### config.mk
export PLATFORM = sky130hd
export DESIGN_NAME = nand_cmd_seq
export DESIGN_NICKNAME = d
export VERILOG_FILES = /design/src/rtl/nand_seq_pkg.sv /design/src/rtl/nand_fmt_table.sv /design/src/rtl/nand_addr_builder.sv /design/src/rtl/nand_bus_cycler.sv /design/src/rtl/nand_cmd_seq.sv
export SDC_FILE = /design/constraint.sdc
export NUM_CORES = 1
export LEC_CHECK = 0
export CAP_MARGIN = 20
export CORE_MARGIN = 3
export CORE_UTILIZATION = 48
export DETAILED_ROUTE_END_ITERATION = 10
export HOLD_SLACK_MARGIN = 0.02
export PLACE_DENSITY = 0.84
export SLEW_MARGIN = 20
export SYNTH_ARGS = -nofsm -noshare
export SYNTH_HDL_FRONTEND = slang
export SYNTH_SLANG_ARGS = --single-unit
export TNS_END_PERCENT = 10
### constraint.sdc
create_clock -name clk -period 2.9 [get_ports clk]
set_input_delay 0.58 -clock clk [delete_from_list [all_inputs] [get_ports clk]]
set_output_delay 0.58 -clock clk [all_outputs]
set_load 0.01 [all_outputs]
### src/rtl/nand_seq_pkg.sv
// Package: opcode constants, format record and state encodings shared by
// the raw NAND command sequencer. Assumes 8-bit opcodes on the flash bus.
package nand_seq_pkg;

    localparam logic [7:0] OPC_PAGE_RD    = 8'h00;
    localparam logic [7:0] OPC_RD_START   = 8'h30;
    localparam logic [7:0] OPC_COL_RD     = 8'h05;
    localparam logic [7:0] OPC_COL_RD_GO  = 8'hE0;
    localparam logic [7:0] OPC_ID         = 8'h90;
    localparam logic [7:0] OPC_STATUS     = 8'h70;
    localparam logic [7:0] OPC_PROG_SETUP = 8'h80;
    localparam logic [7:0] OPC_PROG_GO    = 8'h10;
    localparam logic [7:0] OPC_PROG_CACHE = 8'h15;
    localparam logic [7:0] OPC_COL_WR     = 8'h85;
    localparam logic [7:0] OPC_ERASE_SET  = 8'h60;
    localparam logic [7:0] OPC_ERASE_GO   = 8'hD0;
    localparam logic [7:0] OPC_RESET      = 8'hFF;
    localparam logic [7:0] OPC_PARAM      = 8'hEC;
    localparam logic [7:0] OPC_FEAT_GET   = 8'hEE;
    localparam logic [7:0] OPC_FEAT_SET   = 8'hEF;
    localparam logic [7:0] OPC_SPARE_RD   = 8'h50;

    // Per-opcode sequence description
    typedef struct packed {
        logic [2:0] n_addr;
        logic       has_cmd2;
        logic [7:0] cmd2;
        logic       hold_ce;   // continue the transaction of the previous op
        logic       end_ce;    // release CE# once complete
    } op_fmt_t;

    typedef enum logic [2:0] {
        SQ_IDLE, SQ_PREP, SQ_GAP, SQ_CYC, SQ_WAIT, SQ_FIN
    } seq_st_t;

    typedef enum logic [1:0] {
        BC_IDLE, BC_SETUP, BC_LOW, BC_HOLD
    } bus_st_t;

endpackage

### src/rtl/nand_fmt_table.sv
// Module: opcode format lookup. Pure combinational decode of an opcode to its
// address byte count, optional second command and chip-enable policy.
// Assumes a spare-area read has already been rewritten to a page read.
module nand_fmt_table
    import nand_seq_pkg::*;
(
    input  logic [7:0] op,
    output op_fmt_t    fmt
);

    // Table decode; unknown opcodes get a bare single command cycle
    always_comb begin
        fmt = '{n_addr: 3'd0, has_cmd2: 1'b0, cmd2: 8'h00, hold_ce: 1'b0, end_ce: 1'b0};
        case (op)
            OPC_PAGE_RD:    begin fmt.n_addr = 3'd5; fmt.has_cmd2 = 1'b1; fmt.cmd2 = OPC_RD_START; end
            OPC_COL_RD:     begin fmt.n_addr = 3'd2; fmt.has_cmd2 = 1'b1; fmt.cmd2 = OPC_COL_RD_GO; end
            OPC_ID,
            OPC_PARAM,
            OPC_FEAT_GET,
            OPC_FEAT_SET:   fmt.n_addr = 3'd1;
            OPC_PROG_SETUP: fmt.n_addr = 3'd5;
            OPC_COL_WR:     fmt.n_addr = 3'd2;
            OPC_ERASE_SET:  fmt.n_addr = 3'd3;
            OPC_PROG_GO,
            OPC_PROG_CACHE,
            OPC_ERASE_GO:   begin fmt.hold_ce = 1'b1; fmt.end_ce = 1'b1; end
            OPC_RESET:      fmt.end_ce = 1'b1;
            default:        ;
        endcase
    end

endmodule

### src/rtl/nand_addr_builder.sv
// Module: forms the address byte list from optional column and page fields.
// With a column the column bytes lead and the page bytes follow; without one
// the page bytes start at slot 0. A spare-area flag shifts the column by the
// page data size and forces the column to be present.
module nand_addr_builder #(
    parameter int COL_BYTES  = 2,
    parameter int ROW_BYTES  = 3,
    parameter int PAGE_BYTES = 2048,
    localparam int SLOTS     = COL_BYTES + ROW_BYTES
) (
    input  logic                   spare,
    input  logic                   col_vld,
    input  logic [8*COL_BYTES-1:0] col,
    input  logic                   page_vld,
    input  logic [8*ROW_BYTES-1:0] page,
    output logic [8*SLOTS-1:0]     bytes_o
);

    localparam logic [8*COL_BYTES-1:0] SPARE_OFS = (8*COL_BYTES)'(PAGE_BYTES);

    logic [8*COL_BYTES-1:0] col_eff;
    logic                   col_use;

    // Effective column after the spare-area shift
    always_comb begin
        col_eff = spare ? col + SPARE_OFS : col;
        col_use = col_vld | spare;
    end

    for (genvar gi = 0; gi < SLOTS; gi++) begin : g_slot
        logic [7:0] with_col;
        logic [7:0] no_col;
        if (gi < COL_BYTES) begin : g_colbyte
            assign with_col = col_eff[8*gi +: 8];
        end else begin : g_rowbyte
            assign with_col = page_vld ? page[8*(gi-COL_BYTES) +: 8] : 8'h00;
        end
        if (gi < ROW_BYTES) begin : g_rowfirst
            assign no_col = page_vld ? page[8*gi +: 8] : 8'h00;
        end else begin : g_zero
            assign no_col = 8'h00;
        end
        assign bytes_o[8*gi +: 8] = col_use ? with_col : no_col;
    end

endmodule

### src/rtl/nand_bus_cycler.sv
// Module: steps through n_slots latch cycles on the flash bus. Each cycle is
// one setup clock with WE# high, max(we_low,1) clocks with WE# low and one
// hold clock with WE# high. The caller drives CLE/ALE/data from slot while
// active is high. Assumes we_low is stable while a sequence runs.
module nand_bus_cycler
    import nand_seq_pkg::*;
#(
    parameter int SLOT_W = 3,
    parameter int WE_W   = 4
) (
    input  logic              clk,
    input  logic              rst_n,
    input  logic              start,
    input  logic [SLOT_W-1:0] n_slots,
    input  logic [WE_W-1:0]   we_low,
    output logic [SLOT_W-1:0] slot,
    output logic              active,
    output logic              we_n,
    output logic              fin
);

    bus_st_t           st;
    logic [WE_W-1:0]   lo_cnt;
    logic [WE_W-1:0]   lo_tgt;
    logic              last;

    // Low-time target and end-of-sequence decode
    always_comb begin
        lo_tgt = (we_low == '0) ? WE_W'(1) : we_low;
        last   = (slot == n_slots - SLOT_W'(1));
        active = (st != BC_IDLE);
        we_n   = (st != BC_LOW);
        fin    = (st == BC_HOLD) && last;
    end

    // Cycle phase sequencing
    always_ff @(posedge clk) begin
        if (!rst_n) begin
            st     <= BC_IDLE;
            slot   <= '0;
            lo_cnt <= '0;
        end else begin
            case (st)
                BC_IDLE: if (start) begin
                    slot <= '0;
                    st   <= BC_SETUP;
                end
                BC_SETUP: begin
                    lo_cnt <= WE_W'(1);
                    st     <= BC_LOW;
                end
                BC_LOW: begin
                    if (lo_cnt >= lo_tgt) st <= BC_HOLD;
                    else lo_cnt <= lo_cnt + WE_W'(1);
                end
                BC_HOLD: begin
                    if (last) st <= BC_IDLE;
                    else begin
                        slot <= slot + SLOT_W'(1);
                        st   <= BC_SETUP;
                    end
                end
                default: st <= BC_IDLE;
            endcase
        end
    end

    AST_SLOT_BOUND: assert property (@(posedge clk) disable iff (!rst_n)
        active |-> (slot < n_slots)) else $error("slot past sequence end");

endmodule

### src/rtl/nand_cmd_seq.sv
// Module: raw NAND command/address sequencer for one chip. Accepts one
// request when idle, looks up its format, manages CE#, strobes the command,
// address and optional second command bytes, then waits for ready with a
// timeout. Assumes nand_rb_n is already synchronous to clk and that the cfg_*
// inputs are stable while busy.
module nand_cmd_seq
    import nand_seq_pkg::*;
#(
    parameter int COL_BYTES  = 2,
    parameter int ROW_BYTES  = 3,
    parameter int PAGE_BYTES = 2048,
    parameter int WE_W       = 4,
    parameter int TMO_W      = 16
) (
    input  logic                   clk,
    input  logic                   rst_n,
    input  logic                   req_valid,
    input  logic [7:0]             req_op,
    input  logic                   req_col_vld,
    input  logic [8*COL_BYTES-1:0] req_col,
    input  logic                   req_page_vld,
    input  logic [8*ROW_BYTES-1:0] req_page,
    input  logic [WE_W-1:0]        cfg_we_low,
    input  logic [TMO_W-1:0]       cfg_rdy_tmo,
    input  logic                   nand_rb_n,
    output logic                   nand_ce_n,
    output logic                   nand_cle,
    output logic                   nand_ale,
    output logic                   nand_we_n,
    output logic [7:0]             nand_dq_out,
    output logic                   busy,
    output logic                   done,
    output logic                   tmo_err
);

    localparam int ADDR_SLOTS = COL_BYTES + ROW_BYTES;
    localparam int MAX_SLOTS  = ADDR_SLOTS + 2;
    localparam int SLOT_W     = $clog2(MAX_SLOTS + 1);

    seq_st_t                 st;
    logic [7:0]              op_q;
    logic                    spare_q;
    logic                    colv_q;
    logic                    pagev_q;
    logic [8*COL_BYTES-1:0]  col_q;
    logic [8*ROW_BYTES-1:0]  page_q;
    logic                    err_q;
    logic [TMO_W-1:0]        tmo_cnt;

    op_fmt_t                 fmt;
    logic [8*ADDR_SLOTS-1:0] abytes;
    logic [SLOT_W-1:0]       n_slots;
    logic [SLOT_W-1:0]       slot;
    logic                    cyc_active;
    logic                    cyc_fin;
    logic                    cyc_start;
    logic                    is_cmd;
    logic [7:0]              slot_byte;
    logic [7:0]              addr_byte;

    nand_fmt_table u_fmt (
        .op  (op_q),
        .fmt (fmt)
    );

    nand_addr_builder #(
        .COL_BYTES  (COL_BYTES),
        .ROW_BYTES  (ROW_BYTES),
        .PAGE_BYTES (PAGE_BYTES)
    ) u_addr (
        .spare    (spare_q),
        .col_vld  (colv_q),
        .col      (col_q),
        .page_vld (pagev_q),
        .page     (page_q),
        .bytes_o  (abytes)
    );

    nand_bus_cycler #(
        .SLOT_W (SLOT_W),
        .WE_W   (WE_W)
    ) u_cyc (
        .clk     (clk),
        .rst_n   (rst_n),
        .start   (cyc_start),
        .n_slots (n_slots),
        .we_low  (cfg_we_low),
        .slot    (slot),
        .active  (cyc_active),
        .we_n    (nand_we_n),
        .fin     (cyc_fin)
    );

    // Slot count and sequencer start strobe
    always_comb begin
        n_slots   = SLOT_W'(1) + SLOT_W'(fmt.n_addr) + SLOT_W'(fmt.has_cmd2);
        cyc_start = (st == SQ_GAP) || ((st == SQ_PREP) && fmt.hold_ce);
    end

    // Pick the address byte for the current slot
    always_comb begin
        addr_byte = 8'h00;
        for (int i = 0; i < ADDR_SLOTS; i++) begin
            if (slot == SLOT_W'(i + 1)) addr_byte = abytes[8*i +: 8];
        end
    end

    // Classify the current slot and choose its byte
    always_comb begin
        if (slot == '0) begin
            is_cmd    = 1'b1;
            slot_byte = op_q;
        end else if (slot <= SLOT_W'(fmt.n_addr)) begin
            is_cmd    = 1'b0;
            slot_byte = addr_byte;
        end else begin
            is_cmd    = 1'b1;
            slot_byte = fmt.cmd2;
        end
    end

    // Bus outputs and handshake
    always_comb begin
        nand_cle    = cyc_active && is_cmd;
        nand_ale    = cyc_active && !is_cmd;
        nand_dq_out = cyc_active ? slot_byte : 8'h00;
        busy        = (st != SQ_IDLE);
        done        = (st == SQ_FIN);
        tmo_err     = (st == SQ_FIN) && err_q;
    end

    // Request capture with spare-area rewrite
    always_ff @(posedge clk) begin
        if (!rst_n) begin
            op_q    <= 8'h00;
            spare_q <= 1'b0;
            colv_q  <= 1'b0;
            pagev_q <= 1'b0;
            col_q   <= '0;
            page_q  <= '0;
        end else if ((st == SQ_IDLE) && req_valid) begin
            op_q    <= (req_op == OPC_SPARE_RD) ? OPC_PAGE_RD : req_op;
            spare_q <= (req_op == OPC_SPARE_RD);
            colv_q  <= req_col_vld;
            pagev_q <= req_page_vld;
            col_q   <= req_col;
            page_q  <= req_page;
        end
    end

    // Operation sequencing, chip enable and ready timeout
    always_ff @(posedge clk) begin
        if (!rst_n) begin
            st        <= SQ_IDLE;
            nand_ce_n <= 1'b1;
            err_q     <= 1'b0;
            tmo_cnt   <= '0;
        end else begin
            case (st)
                SQ_IDLE: if (req_valid) st <= SQ_PREP;
                SQ_PREP: begin
                    err_q <= 1'b0;
                    if (fmt.hold_ce) begin
                        nand_ce_n <= 1'b0;
                        st        <= SQ_CYC;
                    end else begin
                        nand_ce_n <= 1'b1;
                        st        <= SQ_GAP;
                    end
                end
                SQ_GAP: begin
                    nand_ce_n <= 1'b0;
                    st        <= SQ_CYC;
                end
                SQ_CYC: if (cyc_fin) begin
                    tmo_cnt <= '0;
                    st      <= SQ_WAIT;
                end
                SQ_WAIT: begin
                    if (nand_rb_n) begin
                        nand_ce_n <= fmt.end_ce;
                        st        <= SQ_FIN;
                    end else if (tmo_cnt == cfg_rdy_tmo) begin
                        nand_ce_n <= 1'b1;
                        err_q     <= 1'b1;
                        st        <= SQ_FIN;
                    end else begin
                        tmo_cnt <= tmo_cnt + TMO_W'(1);
                    end
                end
                SQ_FIN: st <= SQ_IDLE;
                default: st <= SQ_IDLE;
            endcase
        end
    end

    AST_CLE_ALE_EXCL: assert property (@(posedge clk) disable iff (!rst_n)
        !(nand_cle && nand_ale)) else $error("CLE and ALE together");
    AST_WE_IN_CYCLE: assert property (@(posedge clk) disable iff (!rst_n)
        !nand_we_n |-> (nand_cle || nand_ale)) else $error("WE# low outside a cycle");
    AST_CE_DURING_CYCLE: assert property (@(posedge clk) disable iff (!rst_n)
        (nand_cle || nand_ale) |-> !nand_ce_n) else $error("cycle with CE# high");
    AST_DONE_PULSE: assert property (@(posedge clk) disable iff (!rst_n)
        done |=> !done) else $error("done longer than one clock");
    AST_DONE_AFTER_READY: assert property (@(posedge clk) disable iff (!rst_n)
        (done && !tmo_err) |-> $past(nand_rb_n)) else $error("done without ready");
    AST_ERR_WITH_DONE: assert property (@(posedge clk) disable iff (!rst_n)
        tmo_err |-> done) else $error("timeout flag without done");
    AST_ERR_DROPS_CE: assert property (@(posedge clk) disable iff (!rst_n)
        tmo_err |-> nand_ce_n) else $error("CE# low after timeout");

endmodule

---- Word level (Yosys, flattened, before mapping) ----
Cells that the tools add are included.
Widths: inputs -> output; s select.
cells by class
  add/sub/neg operators ................... 7
  multipliers ............................. 0
  divide/modulo/power cells ............... 0
  order comparisons ....................... 2
  equal/unequal tests ..................... 39
  shifts and indexed selects .............. 0
  multiplexer cells ....................... 50
  bitwise operators ....................... 1
  reductions and logical operators ........ 32
operator list
  kind                    count
  $mux 8                  17
  $eq 8x8->1 const B      8
  $mux 16                 4
  $pmux 16 s2             1
  $mux 3                  6
  $ne 2x2->1 const B      9
  $pmux 9 s2              1
  $add 16x1->16 const B   1
  $add 16x12->16 const B  1
  $eq 16x16->1            1
  $eq 8x5->1 const B      2
  $eq 8x7->1 const B      2
  $pmux 3 s5              1
  $eq 3x2->1 const B      4
  $eq 3x3->1 const B      4
  $pmux 3 s4              1
  $mux 1                  10
  $reduce_bool 2->1       5
  $reduce_and 3->1        3
  $eq 8x3->1 const B      1
  $logic_not 8->1         1
  $mux 4                  2
  $pmux 2 s4              1
  $pmux 4 s2              1
  other kinds (30)        44
word-level totals
  bits in registers ....................... 81
  bits in latches ......................... 0
  memory bits (writable) .................. 0
  bits in read-only memories .............. 0
  input bits .............................. 74
  output and inout bits ................... 15
  word-level logic and storage cells ...... 144
  memories ................................ 0

---- Longest topological paths before layout ----
Gate-level depths: netlist of the first run.
  word-level depth ........................ 11
  depth in mapped cells ................... 14

---- Hierarchy ----
A second synthesis of the first run with hierarchy kept.
second synthesis, totals
  cell total of the unflattened synthesis .. 713
  area total of the unflattened synthesis .. 5257.5 um^2
modules (own cells, without submodules)
  module             times used  cells an instance  area each (um^2)  sequential area each (um^2)
  nand_cmd_seq       1           485                3716.1            1441.4
  nand_bus_cycler    1           83                 721.9             180.2
  nand_addr_builder  1           108                586.8             0.0
  nand_fmt_table     1           37                 232.7             0.0

---- Least setup slack after synthesis of the first run ----
OpenSTA, ideal clock, no wires.
  kind .................................... reg2out
  from .................................... register op_q[0]
  to ...................................... output nand_dq_out[5]
  data arrival time ....................... 2590 ps
  required time ........................... 2320 ps
  setup slack ............................. -270 ps
  cell stages (with the launch flop) ...... 12
  cells stage by stage .................... dfxtp_1 -> buf_6 -> nor4_4 -> nand2_1 -> a21o_1 -> ha_1 -> nor2b_1 -> o21ai_0 -> a32o_1 -> nand2_1 -> a21oi_1 -> a2111oi_0
between the ends
  word-level cells in the longest chain between the ends .. 7
  elaborated cells between the ends (all ways) .. 18
  those cells by class .................... order compare: 1; eq/ne: 8; mux: 5; reduce/logical: 4
ends and longest elaborated chain
  element                                                    RTL line              source
  start: declaration                                         nand_cmd_seq.sv:41    logic [7:0] op_q;
  start signal: assignment                                   nand_cmd_seq.sv:142   op_q <= (req_op == OPC_SPARE_RD) ? OPC_PAGE_RD : req_op;
  $eq 8x8->1 (tied with other cells)                         nand_fmt_table.sv:14  case (op)
  $reduce_or 4->1 / $reduce_or 2->1 (equally long branches)  --
  $pmux 3 s4                                                 nand_fmt_table.sv:14
  $le 3x3->1                                                 nand_cmd_seq.sv:113   end else if (slot <= SLOT_W'(fmt.n_addr)) begin
  $mux 8 *                                                   nand_cmd_seq.sv:113
  $mux 8 *                                                   nand_cmd_seq.sv:110   if (slot == '0) begin
  $mux 8 *                                                   nand_cmd_seq.sv:126   nand_dq_out = cyc_active ? slot_byte : 8'h00;
  end: declaration                                           nand_cmd_seq.sv:30    output logic [7:0] nand_dq_out,
Every way passes the cells marked *; elsewhere a longest branch is shown, timed or not.

---- Worst setup path in the final report of the first run ----
  from .................................... register op_q[3]
  to ...................................... output nand_dq_out[6]
Same word-level chain as after synthesis.

==> results of run 1 <==
==> metal layers <==
layer  vias to the layer above  GRT usage
met5                         -          0
met4                         0     0.0986
met3                        31     0.0530
met2                       207      0.429
met1                      2425      0.369
li1                       2563          -
==> synth_stat cells, types with 5 or more instances <==
cell type and instances:
o21ai_0 27, nor3b_1 5, xnor2_1 32, clkbuf_1 26
a31o_2 5, nand2_1 144, inv_1 21, nand3_1 29
a31oi_1 5, ha_1 22, a21oi_1 79, nor2_1 49
nand4_1 16, a32o_1 5, buf_2 9, dfxtp_1 81
mux2i_1 8, o211ai_1 7, xor2_1 6, nor3_1 18
==> worst max-delay path by stage <==
| stage | from | end | slack [ns] |
|---|---|---|---|
| 2_1_floorplan | op_q[2] | nand_dq_out[6] | 0.01 |
| 3_3_place_gp | op_q[3] | nand_dq_out[7] | -0.49 |
| 3_5_place_dp | op_q[3] | nand_dq_out[6] | -0.58 |
| 4_1_cts | op_q[0] | nand_dq_out[3] | -0.48 |
| 5_1_grt | op_q[3] | nand_dq_out[7] | -0.62 |
| 6_report | op_q[3] | nand_dq_out[6] | -0.50 |
==> per-stage QoR <==
stage	hold slack [ns]	instance area, µm²	total power (µW)	utilization
global placement	0.445	6270	2210	0.639
global route	0.486	6670	3310	0.679
detailed placement	0.451	6270	2230	0.639
floorplan	0.437	4920	1810	-
finish	0.463	6670	3140	0.679
CTS	0.462	6560	3110	0.668
==> repair_timing <==
item	in CTS	in global routing
endpoints found under the setup margin	11	33
pin swaps	17	12
gates resized for setup	59	21
setup buffers	8	0
==> sequential cells by signal, indices dropped and copies added (netlist names) <==
name	count
col_q	16
colv_q	1
err_q	1
nand_ce_n	1
op_q	8
page_q	24
pagev_q	1
spare_q	1
st	3
tmo_cnt	16
u_cyc.lo_cnt	4
u_cyc.slot	3
u_cyc.st	2
==> power breakdown <==
group	internal, µW	switching, µW	total (µW)
Clock	415	418	833
Sequential	1190	81.1	1270
Combinational	490	554	1040
==> kinds of logic after synthesis <==
logic type               share of synthesized area
XOR/XNOR                                    0.0681
AND/OR/NAND/NOR                              0.270
buffers and inverters                       0.0525
AO/OA/AOI/OAI                                0.203
multiplexers                                0.0187
flip-flops                                   0.332
adder cells (fa/ha/maj)                     0.0563
==> area by class of cell <==
cell class,instances,area (µm²)
clock buffers,10,138
clock inverters,6,57.6
fillers,866,3150
inverters,22,82.6
multi-input cells,518,3190
flip-flops and latches,81,1630
well taps,133,166
repair buffers,160,1410
==> worst max-delay path, delay by kind of cell (launching register included) <==
kind,cells,cell delay (ns)
adder cells (fa/ha/maj),1,0.28
AND/OR/NAND/NOR,3,0.50
AO/OA/AOI/OAI,6,1.05
buffers and inverters,2,0.26
flip-flops,1,0.37
==> metrics, run 1 <==
DR iter-0 viols between 400 and 500; GP Congestion slightly above 0.9; residual DRC count 0; CP max-delay cell dfxtp_4; Met3 Wirelength ~1100 µm; CP max stage delay 0.37 ns; fmax 294 MHz; number of synthesized register bits between 80 and 90; RSZ-0062 raised after global routing yes; top cells by area, synth dfxtp_1 (33%), nand2_1 (11%), a21oi_1 (8.1%); fin cells 930; Layout area overhead 36.5%; number of I/O port buffers 88; Yosys top cell by area dfxtp_1; CTS clk-pin slew, worst paths approximately 0.08 ns; standard-cell rows 36; Skew-Pair Late Insertion Delay between 0.3 and 0.4 ns; Slew headroom 0.631; diode count 0; P per Cell Area 471 nW/µm²; Post-Syn Nets between 700 and 800; met1 wire length roughly 6700 µm; final hold violations 0; Reg-to-Reg Start op_q[3]; vias in the first global route 5102; Worst Path Class, Setup reg2out; most frequent cells in the layout nand2_1 (143), dfxtp_1 (78), clkdlybuf4s50_1 (78); full die area ~11000 µm²; Worst Max-Slew Pin Slew between 0.5 and 0.6 ns; sequential area share after synthesis 0.332; DP Cell Count around 900; CTS tree done; most common cell after layout, fill and taps aside nand2_1; Placement Setup Slack -0.575 ns; clock buffer depth 2; crit-path cells nor4_4 > nand2_1 > a21o_1 > ha_4 > nor2b_4 > o21ai_2 > a32o_2 > buf_6 > o21ai_4 > o21ai_2 > a31o_2 > buf_6; layout net count between 800 and 900; CTS Buf Count 9; Syn Inst Count 660; per-cell routed wire length 16.2 µm; Post-CTS Hold Buffers 0; Leak 0.00254 µW; max-slew violation count 0; final setup TNS -3.69 ns; CP Max Fanout 4; FF-to-FF setup slack 0.04 ns; CTS H-tree depth 3; hold endpoint col_q[6]; number of max-cap violations 0; highest routed layer met4; Synth Cell Area a little under 5000 µm²; drt via density 5.62; min Tclk post-route about 3.4 ns; failing checks setup timing; dominant synthesized flop cell dfxtp_1; GRT Overall Usage 0.272; Die H 107 µm; critical path startpoint category flop; Initial Util 0.498; Routed Antenna Nets 0; Post-synth EDFFs 0; Hold Path Origin col_q[6]; number of distinct library cells after synthesis 56; status finished, violations left; Reg2Reg Depth 13; Worst EP required about 2.3 ns; Max IR drop VDD approximately 0.00028 V; Die X 107 µm; vias roughly 5200; CP endpoint kind primary output; first-pass GRT wire length ~25000 µm; total grt overflow 0; drt pass-1 iters 6; Final setup viols 10; placed wire-length estimate approximately 11000 µm; final worst-path cycle share 1.17; Arr. time, crit path between 2 and 3 ns; largest net degree at the start of global routing 49; initial antenna violation count 0; WL final approximately 15000 µm; hold depth 2; share of layout cells above drive strength 1 0.173; Root Buffer clkbuf_8; slack of the critical path -0.504 ns; share of the synthesized area in the top cell type 0.332; RR Endpoint tmo_cnt[1]; Setup Skew roughly 0.0065 ns; clk sink count just over 80; Core Area a little under 10000 µm²; hold crit path type reg2reg; Ports roughly 90; async set or reset register ratio after synthesis 0; wire length on met2 around 7000 µm; YS warnings 0; Synth Area per Inst 7.40 µm²
No activity file was read; power rests on OpenSTA's default activity.
==> run 2: changes to the inputs <==
MAX_ROUTING_LAYER = met4   (was not set)
PLACE_DENSITY = 0.8   (was 0.84)
==> run 2 against run 1 <==
Net effect:
- worst hold slack better by 0.0030 ns
- the flow still finishes with violations (setup timing)
- critical path depth rose by 1
- sequential power hardly changed
- count of clock-buffer cells in the layout decreased by 1
- wire length down 6.8%
- utilization is 0.31 points lower
- cell area fell by 0.45%
- first-iteration DRC count is 8.0% lower
- maximum frequency grew 1.3%
- die area stayed put
- critical path type unchanged
==> metrics, run 2 (synthesis gave the netlist of run 1 again) <==
CP endpoint kind primary output (unchanged); CTS Buf Count 9 (unchanged); CP top delay family compound AO/OA/AOI/OAI gates (unchanged); Placement Setup Slack -0.617 ns (was -0.575 ns); initial antenna violation count 0 (unchanged); status finished, violations left (unchanged); fmax 298 MHz (was 294 MHz); DR iter-0 viols 401 (was 436); Core Area 9820 µm² (unchanged); drt pass-1 iters 5 (was 6); CP Launch Point op_q[0] (was op_q[3]); per-cell routed wire length 15.2 µm (was 16.2 µm); placed wire-length estimate 10700 µm (was 11300 µm); final setup TNS -3.64 ns (was -3.69 ns); full die area 11400 µm² (unchanged); total grt overflow 0 (unchanged); critical path startpoint category flop (unchanged); Worst Path Class, Setup reg2out (unchanged); Skew-Pair Late Insertion Delay 0.36 ns (was 0.37 ns); Die H 107 µm (unchanged); final worst-path cycle share 1.16 (was 1.17); biggest regs page_q (24), col_q (16), tmo_cnt (16) (unchanged); CP max-delay cell dfxtp_4 (unchanged); CP Capture Point nand_dq_out[1] (was nand_dq_out[6]); worst hold slack 0.466 ns (was 0.463 ns); min Tclk post-route 3.36 ns (was 3.40 ns); RSZ-0062 raised after global routing yes (unchanged); Initial Util 0.498 (unchanged); failing checks setup timing (unchanged); FF-to-FF setup slack 0.01 ns (was 0.04 ns); Routed Antenna Nets 0 (unchanged); max FFs per register 24 (unchanged); Slew headroom 0.573 (was 0.631); GP Congestion 0.920 (was 0.909); Root Buffer clkbuf_8 (unchanged); Worst EP required 2.32 ns (about the same); Layout area overhead 35.9% (was 36.5%); Max IR drop VDD 0.000304 V (was 0.000278 V); CTS clk-pin slew, worst paths 0.08 ns (about the same); Most flops, register page_q (unchanged); Leak 0.00252 µW (was 0.00254 µW); hold crit path type reg2reg (unchanged); vias in the first global route 4770 (was 5102); WL final 14100 µm (was 15100 µm); CTS H-tree depth 3 (unchanged); CTS tree done (unchanged); final hold violations 0 (unchanged); diode count 0 (unchanged); Ports 89 (unchanged); RR Endpoint tmo_cnt[1] (unchanged); P per Cell Area 478 nW/µm² (was 471 nW/µm²); CP max stage delay 0.36 ns (was 0.37 ns); residual DRC count 0 (unchanged); slack of the critical path -0.459 ns (was -0.504 ns); Reg-to-Reg Start op_q[0] (was op_q[3]); crit-path cells nor4_4 > nand2_1 > a21o_1 > ha_4 > nor2b_4 > o21ai_2 > a32o_2 > buf_6 > nand2_4 > buf_6 > nor2_4 > a32o_1 > buf_2 (was nor4_4 > nand2_1 > a21o_1 > ha_4 > nor2b_4 > o21ai_2 > a32o_2 > buf_6 > o21ai_4 > o21ai_2 > a31o_2 > buf_6); clk sink count 81 (unchanged); GRT Overall Usage 0.260 (was 0.272); largest net degree at the start of global routing 61 (was 49); layout net count 887 (was 888); most frequent cells in the layout nand2_1 (143), clkdlybuf4s50_1 (78), a21oi_1 (76), dfxtp_1 (76), buf_4 (69) (was nand2_1 (143), dfxtp_1 (78), clkdlybuf4s50_1 (78)); Post-CTS Hold Buffers 0 (unchanged); Setup Skew 0.00355 ns (was 0.00645 ns); drt via density 5.53 (was 5.62); standard-cell rows 36 (unchanged); clock buffer depth 2 (unchanged); share of layout cells above drive strength 1 0.168 (was 0.173); Worst Max-Slew Pin Slew 0.641 ns (was 0.549 ns); number of max-cap violations 0 (unchanged); vias 5136 (was 5226); cell mode on critical path buf_6; max-slew violation count 0 (unchanged); Die X 107 µm (unchanged); CP Buf/Inv Count 3 (was 2); Reg2Reg Depth 13 (unchanged); CP Max Fanout 3 (was 4); most common cell after layout, fill and taps aside nand2_1 (unchanged); first-pass GRT wire length 23400 µm (was 24900 µm); Critical Path Stages 13 (was 12); Arr. time, crit path 2.78 ns (was 2.82 ns); number of I/O port buffers 88 (unchanged); Final setup viols 10 (unchanged)
## run 2: area by class of cell
| class | instances | area (µm²) |
|---|---|---|
| Multi-Input combinational cell | 518 | 3150 |
| Clock inverter | 7 | 95.1 |
| Clock buffer | 9 | 124 |
| Timing Repair Buffer | 159 | 1390 |
| Inverter | 22 | 82.6 |
| Fill cell | 881 | 3180 |
| Sequential cell | 81 | 1630 |
| Tap cell | 133 | 166 |
## run 2: routing by layer
layer / global-route usage / routed length [µm] / vias to the layer above
met5: - / 0 / -
met4: 0.0740 / 154 / 0
met3: 0.0452 / 972 / 14
met2: 0.389 / 6360 / 169
met1: 0.362 / 6600 / 2387
li1: - / - / 2566
## run 2: worst min-delay path, cell delays in order, from the launching register on
cell and delay (ns):
dfxtp_1 0.32, nand2_1 0.05, a21oi_1 0.05
## run 2: worst min-delay path by stage
stage	startpoint	to	slack [ns]	cells after the start
2_1_floorplan	col_q[0]	col_q[0]	0.44	2
3_3_place_gp	col_q[3]	col_q[3]	0.45	2
3_5_place_dp	col_q[3]	col_q[3]	0.45	2
4_1_cts	col_q[3]	col_q[3]	0.47	2
5_1_grt	col_q[10]	col_q[10]	0.48	2
6_report	col_q[9]	col_q[9]	0.47	2
## run 2: through the flow
step	area [µm²]	total power, µW	util	std cells
4_1_cts	6580	3170	0.670	928
3_3_place_gp	6250	2190	0.637	904
5_1_grt	6640	3360	0.676	929
6_report	6640	3170	0.676	929
3_5_place_dp	6250	2220	0.637	904
2_1_floorplan	4920	1810	-	660
## run 2: repair_timing
item | 4_1_cts | 5_1_grt
gates resized for setup | 63 | 12
gates cloned | 0 | 0
pin swaps | 17 | 5
endpoints found under the setup margin | 10 | 32
buffers inserted | 8 | 1
## run 2: power by group
part,switching [µW],internal (µW),leakage (µW)
registers,81.7,1190,0.000663
clock network,426,482,0.0000975
logic,523,471,0.00176
total,1030,2140,0.00252
==> run 3: changes to the inputs <==
CTS_CLUSTER_SIZE = 12   (was not set)
==> results of run 3 <==
Same layout as run 2: the final DEF is identical, and so are final timing and power.
